<file path="src/rtl/thr_pkg.sv">
package thr_pkg;
  typedef enum logic [1:0] {
    DIR_NONE = 2'd0,
    DIR_HI   = 2'd1,
    DIR_LO   = 2'd2
  } fault_dir_e;
endpackage

</file>
<file path="src/rtl/thr_lin_cmp.sv">
module thr_lin_cmp #(
  parameter int EXP_W  = 4,
  parameter int MANT_W = 12
) (
  input  logic [EXP_W+MANT_W-1:0] a_i,
  input  logic [EXP_W+MANT_W-1:0] b_i,
  output logic                    gt_o,
  output logic                    lt_o
);
  localparam int VAL_W = EXP_W + MANT_W;
  localparam int LIN_W = MANT_W + (1 << EXP_W) - 1;

  logic [LIN_W-1:0] a_lin, b_lin;

  always_comb begin
    a_lin = LIN_W'(a_i[MANT_W-1:0]) << a_i[VAL_W-1 -: EXP_W];
    b_lin = LIN_W'(b_i[MANT_W-1:0]) << b_i[VAL_W-1 -: EXP_W];
    gt_o  = a_lin > b_lin;
    lt_o  = a_lin < b_lin;
  end
endmodule

</file>
<file path="src/rtl/thr_fault_gate.sv">
module thr_fault_gate
  import thr_pkg::*;
#(
  parameter int FC_W = 2
) (
  input  logic            clk_i,
  input  logic            rst_ni,
  input  logic            valid_i,
  input  logic            above_i,
  input  logic            below_i,
  input  logic [FC_W-1:0] fc_i,
  output logic            trig_hi_o,
  output logic            trig_lo_o
);
  localparam int MAX_NEED = 1 << ((1 << FC_W) - 1);
  localparam int CNT_W    = $clog2(MAX_NEED + 1);

  fault_dir_e       dir_q, dir_now;
  logic [CNT_W-1:0] cnt_q, cnt_nxt, need;

  always_comb begin
    need    = CNT_W'(1) << fc_i;
    dir_now = above_i ? DIR_HI : (below_i ? DIR_LO : DIR_NONE);
    if (dir_now == DIR_NONE)
      cnt_nxt = '0;
    else if (dir_now == dir_q)
      cnt_nxt = (cnt_q == CNT_W'(MAX_NEED)) ? cnt_q : cnt_q + CNT_W'(1);
    else
      cnt_nxt = CNT_W'(1);
    trig_hi_o = valid_i && (dir_now == DIR_HI) && (cnt_nxt >= need);
    trig_lo_o = valid_i && (dir_now == DIR_LO) && (cnt_nxt >= need);
  end

  always_ff @(posedge clk_i or negedge rst_ni) begin
    if (!rst_ni) begin
      cnt_q <= '0;
      dir_q <= DIR_NONE;
    end else if (valid_i) begin
      cnt_q <= cnt_nxt;
      dir_q <= dir_now;
    end
  end
endmodule

</file>
<file path="src/rtl/thresh_irq_unit.sv">
module thresh_irq_unit #(
  parameter int EXP_W  = 4,
  parameter int MANT_W = 12,
  parameter int FC_W   = 2,
  parameter int MODE_W = 2
) (
  input  logic                    clk_i,
  input  logic                    rst_ni,
  input  logic                    res_valid_i,
  input  logic [EXP_W+MANT_W-1:0] res_i,
  input  logic [EXP_W+MANT_W-1:0] lo_lim_i,
  input  logic [EXP_W+MANT_W-1:0] hi_lim_i,
  input  logic                    latch_i,
  input  logic                    pol_i,
  input  logic [FC_W-1:0]         fc_i,
  input  logic                    cfg_rd_i,
  input  logic                    cfg_wr_i,
  input  logic [MODE_W-1:0]       cfg_wr_mode_i,
  input  logic                    alert_clr_i,
  output logic                    flag_hi_o,
  output logic                    flag_lo_o,
  output logic                    conv_rdy_o,
  output logic                    pin_pull_o
);
  localparam int VAL_W = EXP_W + MANT_W;

  logic above_hi, below_lo, unused_gt_lo, unused_lt_hi;
  logic trig_hi, trig_lo;
  logic eoc, wr_run;
  logic flag_hi_q, flag_lo_q, rdy_q, irq_q;
  logic flag_hi_d, flag_lo_d, rdy_d, irq_d;

  thr_lin_cmp #(.EXP_W(EXP_W), .MANT_W(MANT_W)) i_cmp_hi (
    .a_i(res_i), .b_i(hi_lim_i), .gt_o(above_hi), .lt_o(unused_lt_hi)
  );
  thr_lin_cmp #(.EXP_W(EXP_W), .MANT_W(MANT_W)) i_cmp_lo (
    .a_i(res_i), .b_i(lo_lim_i), .gt_o(unused_gt_lo), .lt_o(below_lo)
  );

  // above-high takes precedence if the limits are inverted
  thr_fault_gate #(.FC_W(FC_W)) i_fault_gate (
    .clk_i     (clk_i),
    .rst_ni    (rst_ni),
    .valid_i   (res_valid_i),
    .above_i   (above_hi),
    .below_i   (below_lo && !above_hi),
    .fc_i      (fc_i),
    .trig_hi_o (trig_hi),
    .trig_lo_o (trig_lo)
  );

  assign eoc    = lo_lim_i[VAL_W-1 -: 2] == 2'b11;
  assign wr_run = cfg_wr_i && (cfg_wr_mode_i != '0);

  always_comb begin
    flag_hi_d = flag_hi_q;
    flag_lo_d = flag_lo_q;
    irq_d     = irq_q;
    rdy_d     = rdy_q;
    if (cfg_rd_i || wr_run) rdy_d = 1'b0;
    if (latch_i) begin
      if (cfg_rd_i) begin
        flag_hi_d = 1'b0;
        flag_lo_d = 1'b0;
        irq_d     = 1'b0;
      end
      if (alert_clr_i)   irq_d = 1'b0;
      if (eoc && wr_run) irq_d = 1'b0;
      if (trig_hi) begin
        flag_hi_d = 1'b1;
        irq_d     = 1'b1;
      end
      if (trig_lo) begin
        flag_lo_d = 1'b1;
        irq_d     = 1'b1;
      end
    end else begin
      if (eoc && (cfg_rd_i || wr_run)) irq_d = 1'b0;
      if (trig_hi) begin
        flag_hi_d = 1'b1;
        flag_lo_d = 1'b0;
        irq_d     = 1'b1;
      end
      if (trig_lo) begin
        flag_hi_d = 1'b0;
        flag_lo_d = 1'b1;
        irq_d     = 1'b0;
      end
    end
    // setting effects of a result override same-cycle clears
    if (res_valid_i) begin
      rdy_d = 1'b1;
      if (eoc) irq_d = 1'b1;
    end
  end

  always_ff @(posedge clk_i or negedge rst_ni) begin
    if (!rst_ni) begin
      flag_hi_q <= 1'b0;
      flag_lo_q <= 1'b0;
      rdy_q     <= 1'b0;
      irq_q     <= 1'b0;
    end else begin
      flag_hi_q <= flag_hi_d;
      flag_lo_q <= flag_lo_d;
      rdy_q     <= rdy_d;
      irq_q     <= irq_d;
    end
  end

  assign flag_hi_o  = flag_hi_q;
  assign flag_lo_o  = flag_lo_q;
  assign conv_rdy_o = rdy_q;
  assign pin_pull_o = irq_q ^ pol_i;
endmodule

</file>
<file path="config.mk">
export PLATFORM = sky130hd
export DESIGN_NAME = thresh_irq_unit
export DESIGN_NICKNAME = d
export VERILOG_FILES = /design/src/rtl/thr_pkg.sv /design/src/rtl/thr_lin_cmp.sv /design/src/rtl/thr_fault_gate.sv /design/src/rtl/thresh_irq_unit.sv
export SDC_FILE = /design/constraint.sdc
export NUM_CORES = 1
export LEC_CHECK = 0
export ABC_AREA = 0
export CAP_MARGIN = 25
export CELL_PAD_IN_SITES_DETAIL_PLACEMENT = 0
export CELL_PAD_IN_SITES_GLOBAL_PLACEMENT = 2
export CORE_MARGIN = 3
export CORE_UTILIZATION = 34
export DETAILED_ROUTE_END_ITERATION = 8
export PLACE_DENSITY = 0.95
export SYNTH_ARGS = -nofsm -noshare
export SYNTH_HDL_FRONTEND = slang
export SYNTH_SLANG_ARGS = --single-unit
</file>
<file path="constraint.sdc">
create_clock -name clk_i -period 5.4 [get_ports clk_i]
set_clock_uncertainty 0.1 [all_clocks]
set_input_delay 1.08 -clock clk_i [delete_from_list [all_inputs] [get_ports clk_i]]
set_output_delay 1.08 -clock clk_i [all_outputs]
set_load 0.02 [all_outputs]
</file>
==> qor.log <==
INFO  status         run_status=finished with violations
INFO  status         failed_checks=setup timing
INFO  routing        antenna_left=0
INFO  worst_setup_path setup.worst_path.start=hi_lim_i[0]
INFO  timing         maxSlewViolCount=0
INFO  power_and_ir_drop power.ir.vdd_worst=0.239mV
INFO  power_and_ir_drop total_power=1.27mW
INFO  synthesis      post_synth_instance_area=3820um2
INFO  floorplanning  die_w=112um
INFO  worst_setup_path ff2ff_setup_slack=2300ps
INFO  floorplanning  die-height=112um
INFO  worst_setup_path crit_type=in2reg
INFO  worst_setup_path crit_path_end=irq_q
INFO  synthesis      synth_flop_cell=sky130_fd_sc_hd__dfrtp_1
INFO  placed_design  post_place_cell_area=5620um2
INFO  timing         postLayoutSetupSlackWorst=-211ps
INFO  layout         nNetsFinal=856
INFO  cts            cts-htree-levels=1
INFO  layout         nFillCells=878
INFO  timing         timing.hold.ws=382ps
INFO  layout         mostFrequentLayoutCells=169 x sky130_fd_sc_hd__buf_4, 56 x sky130_fd_sc_hd__nand2_1, 48 x sky130_fd_sc_hd__ha_1
INFO  worst_setup_path timing.rr.start=i_fault_gate.cnt_q[0]
INFO  min_path       worstHoldPathCells=1
INFO  worst_setup_path critPathTopFamily=compound AO/OA/AOI/OAI gates
INFO  placed_design  post-place-ws=-1100ps
INFO  grt            maximum_number_of_pins_on_one_net_before_global_route_repair=28
INFO  timing         setup_viol_count_final=3
INFO  synthesis      synth-edff-count=0
INFO  synthesis      yosys_warnings=0
INFO  cts            cts_hold_buffers=0
INFO  synthesis      post-synth-top-area-fraction=0.187
INFO  worst_setup_path worstPathBufferInverterCount=4
INFO  layout         stdcell_area=6900um2
INFO  synthesis      yosys.area.top_type=sky130_fd_sc_hd__ha_1
INFO  grt            antenna_found_initial=0
INFO  timing         max_slew_margin=0.655
INFO  worst_setup_path worst_ep_required_time=5430ps
INFO  cts            cts_made_buffers=3
INFO  cts            numClockSinks=10
INFO  synthesis      syn-mean-instance-area=7.45um2
INFO  cts            cts_root_buffer=sky130_fd_sc_hd__clkbuf_16
INFO  synthesis      synthTopCellsByArea=sky130_fd_sc_hd__ha_1 19%, sky130_fd_sc_hd__mux2i_1 16%, sky130_fd_sc_hd__dfrtp_1 6.5%, sky130_fd_sc_hd__nand2_1 6.2%, sky130_fd_sc_hd__a21oi_1 6.0%
INFO  worst_setup_path worstPathArrival=5640ps
INFO  routing        drt-initial-drc-count=253
INFO  floorplanning  dieArea=12600um2
INFO  timing         rsz0062_at_grt=yes
INFO  synthesis      async_flop_share=1.00
INFO  layout         n_antenna_cell=0
INFO  grt            number_of_global_route_vias_before_repair=4844
INFO  layout         multi_input_comb_area=4240um2
INFO  flow_run       max_cap_viols=0
INFO  worst_setup_path critical_path_depth=26
INFO  timing         period_minus_slack=5610ps
INFO  placed_design  place_congestion=0.897
INFO  routing        via_count=4756
INFO  worst_setup_path worst_setup_path_end_kind=flop
INFO  placed_design  detailed_place_hpwl=10800um
INFO  layout         synthToLayoutAreaGrowth=80.6%
INFO  grt            total_grt_usage=0.210
INFO  power_and_ir_drop static-leakage-power=3.17nW
INFO  floorplanning  floorplan.core_area=10900um2
INFO  layout         layout_commonest_cell=sky130_fd_sc_hd__buf_4
INFO  synthesis      syn-instance-count=513
INFO  worst_setup_path r2r_end=irq_q
INFO  cts            cts.clk_slew.worst_paths=40ps
INFO  placed_design  place.port_buffers=63
INFO  synthesis      postSynthRegisterBits=10
INFO  worst_setup_path worstPathMaxFanout=3
INFO  timing         max_slew.worst_pin.slew=515ps
INFO  routing        drc=0
INFO  timing         timing.final.crit_share=1.04
INFO  timing         final-hold-violation-count=0
INFO  routing        drt_pass1_iterations=4
INFO  routing        post_drt_via_cell_ratio=5.42
INFO  grt            overflow=0
INFO  cts            clk-insertion-delay-late=240ps
INFO  synthesis      yosysUniqueCellTypes=59
INFO  worst_setup_path cp_slowest_stage_delay=430ps
INFO  floorplanning  initial_utilization=0.350
INFO  floorplanning  row_count=38
INFO  power_and_ir_drop pwr_density_cell=183nW/um2
INFO  synthesis      seq_area_frac_synth=0.0655
INFO  floorplanning  top_level_ports=64
INFO  routing        postRouteWirelength=14500um
INFO  grt            grt_pass1_wl=22500um
INFO  layout         final_layout_size_suffix_gt1_frac=0.499
INFO  worst_setup_path r2r_cells=18
INFO  worst_setup_path crit_path_top_delay_cell=sky130_fd_sc_hd__clkdlybuf4s50_1
INFO  cts            clock_path_buffers=2
INFO  synthesis      synthesis.nets=630
INFO  worst_setup_path timing.critical_path.from_type=primary input
INFO  timing         fmax=178MHz
INFO  layout         seqCellArea=250um2
INFO  routing        route.detailed.wl_per_inst=16.6um
INFO  cts            cts_tree=built
INFO  min_path       hold_class=reg2reg
==> through the flow <==
| step | cells | TNS [ps] | utilization |
|---|---|---|---|
| CTS | 864 | -105 | 0.586 |
| finish | 878 | -433 | 0.631 |
| detailed placement | 828 | -3060 | 0.514 |
| floorplan | 513 | -300 | - |
| global route | 878 | -1140 | 0.631 |
| global placement | 828 | -2720 | 0.514 |
==> metal layers <==
metal,track usage,wire (um)
met1,0.265,6140
met2,0.391,7470
met3,0.0194,585
met4,0.0417,354
met5,0,0
==> registers in the layout, summed over array words and instances, names as in the netlist <==
signal and count:
i_fault_gate.cnt_q 4, flag_hi_o 1, conv_rdy_o 1, i_fault_gate.dir_q 2, irq_q 1, flag_lo_o 1
==> timing repair <==
item | CTS | global route
buffers inserted | 30 | 13
setup endpoints to repair | 3 | 3
pin swaps | 59 | 40
cloned | 2 | 2
resized for setup | 176 | 103
==> final cells by class <==
| type | count | share of cell area |
|---|---|---|
| Tap cell | 140 | 0.0254 |
| Timing Repair Buffer | 249 | 0.306 |
| Inverter | 8 | 0.00508 |
| Sequential cell | 10 | 0.0363 |
| Clock buffer | 4 | 0.0129 |
| Multi-Input combinational cell | 467 | 0.614 |
==> kinds of logic after synthesis <==
kind of cell | after synthesis | synth area share
AND/OR/NAND/NOR | 210 | 0.272
AO/OA/AOI/OAI | 112 | 0.185
multiplexers | 84 | 0.242
adder cells (fa/ha/maj) | 57 | 0.187
buffers and inverters | 36 | 0.0403
flip-flops | 10 | 0.0655
XOR/XNOR | 4 | 0.00917
==> worst min path at each step <==
stage	slack [ps]	startpoint	endpoint
floorplan	390	i_fault_gate.dir_q[0]	i_fault_gate.dir_q[0]
global placement	370	conv_rdy_o	conv_rdy_o
detailed placement	380	conv_rdy_o	conv_rdy_o
CTS	390	conv_rdy_o	conv_rdy_o
global route	410	conv_rdy_o	conv_rdy_o
finish	380	conv_rdy_o	conv_rdy_o
==> synthesized netlist by cell type, types with 3 or more instances <==
master	n
sky130_fd_sc_hd__a211o_1	4
sky130_fd_sc_hd__mux2_2	16
sky130_fd_sc_hd__mux4_2	3
sky130_fd_sc_hd__nand3_1	10
sky130_fd_sc_hd__inv_1	7
sky130_fd_sc_hd__nor2_1	52
sky130_fd_sc_hd__o21a_1	4
sky130_fd_sc_hd__nand2b_1	12
sky130_fd_sc_hd__nor4_1	3
sky130_fd_sc_hd__nor3_1	9
sky130_fd_sc_hd__nand2_1	63
sky130_fd_sc_hd__and2_1	5
sky130_fd_sc_hd__a21o_1	7
sky130_fd_sc_hd__buf_1	6
sky130_fd_sc_hd__dfrtp_1	10
sky130_fd_sc_hd__clkbuf_1	17
sky130_fd_sc_hd__a31oi_1	3
sky130_fd_sc_hd__a21oi_1	46
sky130_fd_sc_hd__or3_1	3
sky130_fd_sc_hd__nor2b_1	20
sky130_fd_sc_hd__ha_1	57
sky130_fd_sc_hd__and3_1	3
sky130_fd_sc_hd__nand4_1	10
sky130_fd_sc_hd__or2_2	8
sky130_fd_sc_hd__mux2i_1	63
sky130_fd_sc_hd__xnor2_1	3
sky130_fd_sc_hd__o21ai_0	26
sky130_fd_sc_hd__buf_2	3
sky130_fd_sc_hd__o22ai_1	3
==> where the power goes <==
part / switching, mW / internal, mW
clock network: 0.0377 / 0.112
logic: 0.467 / 0.526
registers: 0.0240 / 0.0997
total: 0.529 / 0.737
(Power assumes the default switching activity.)
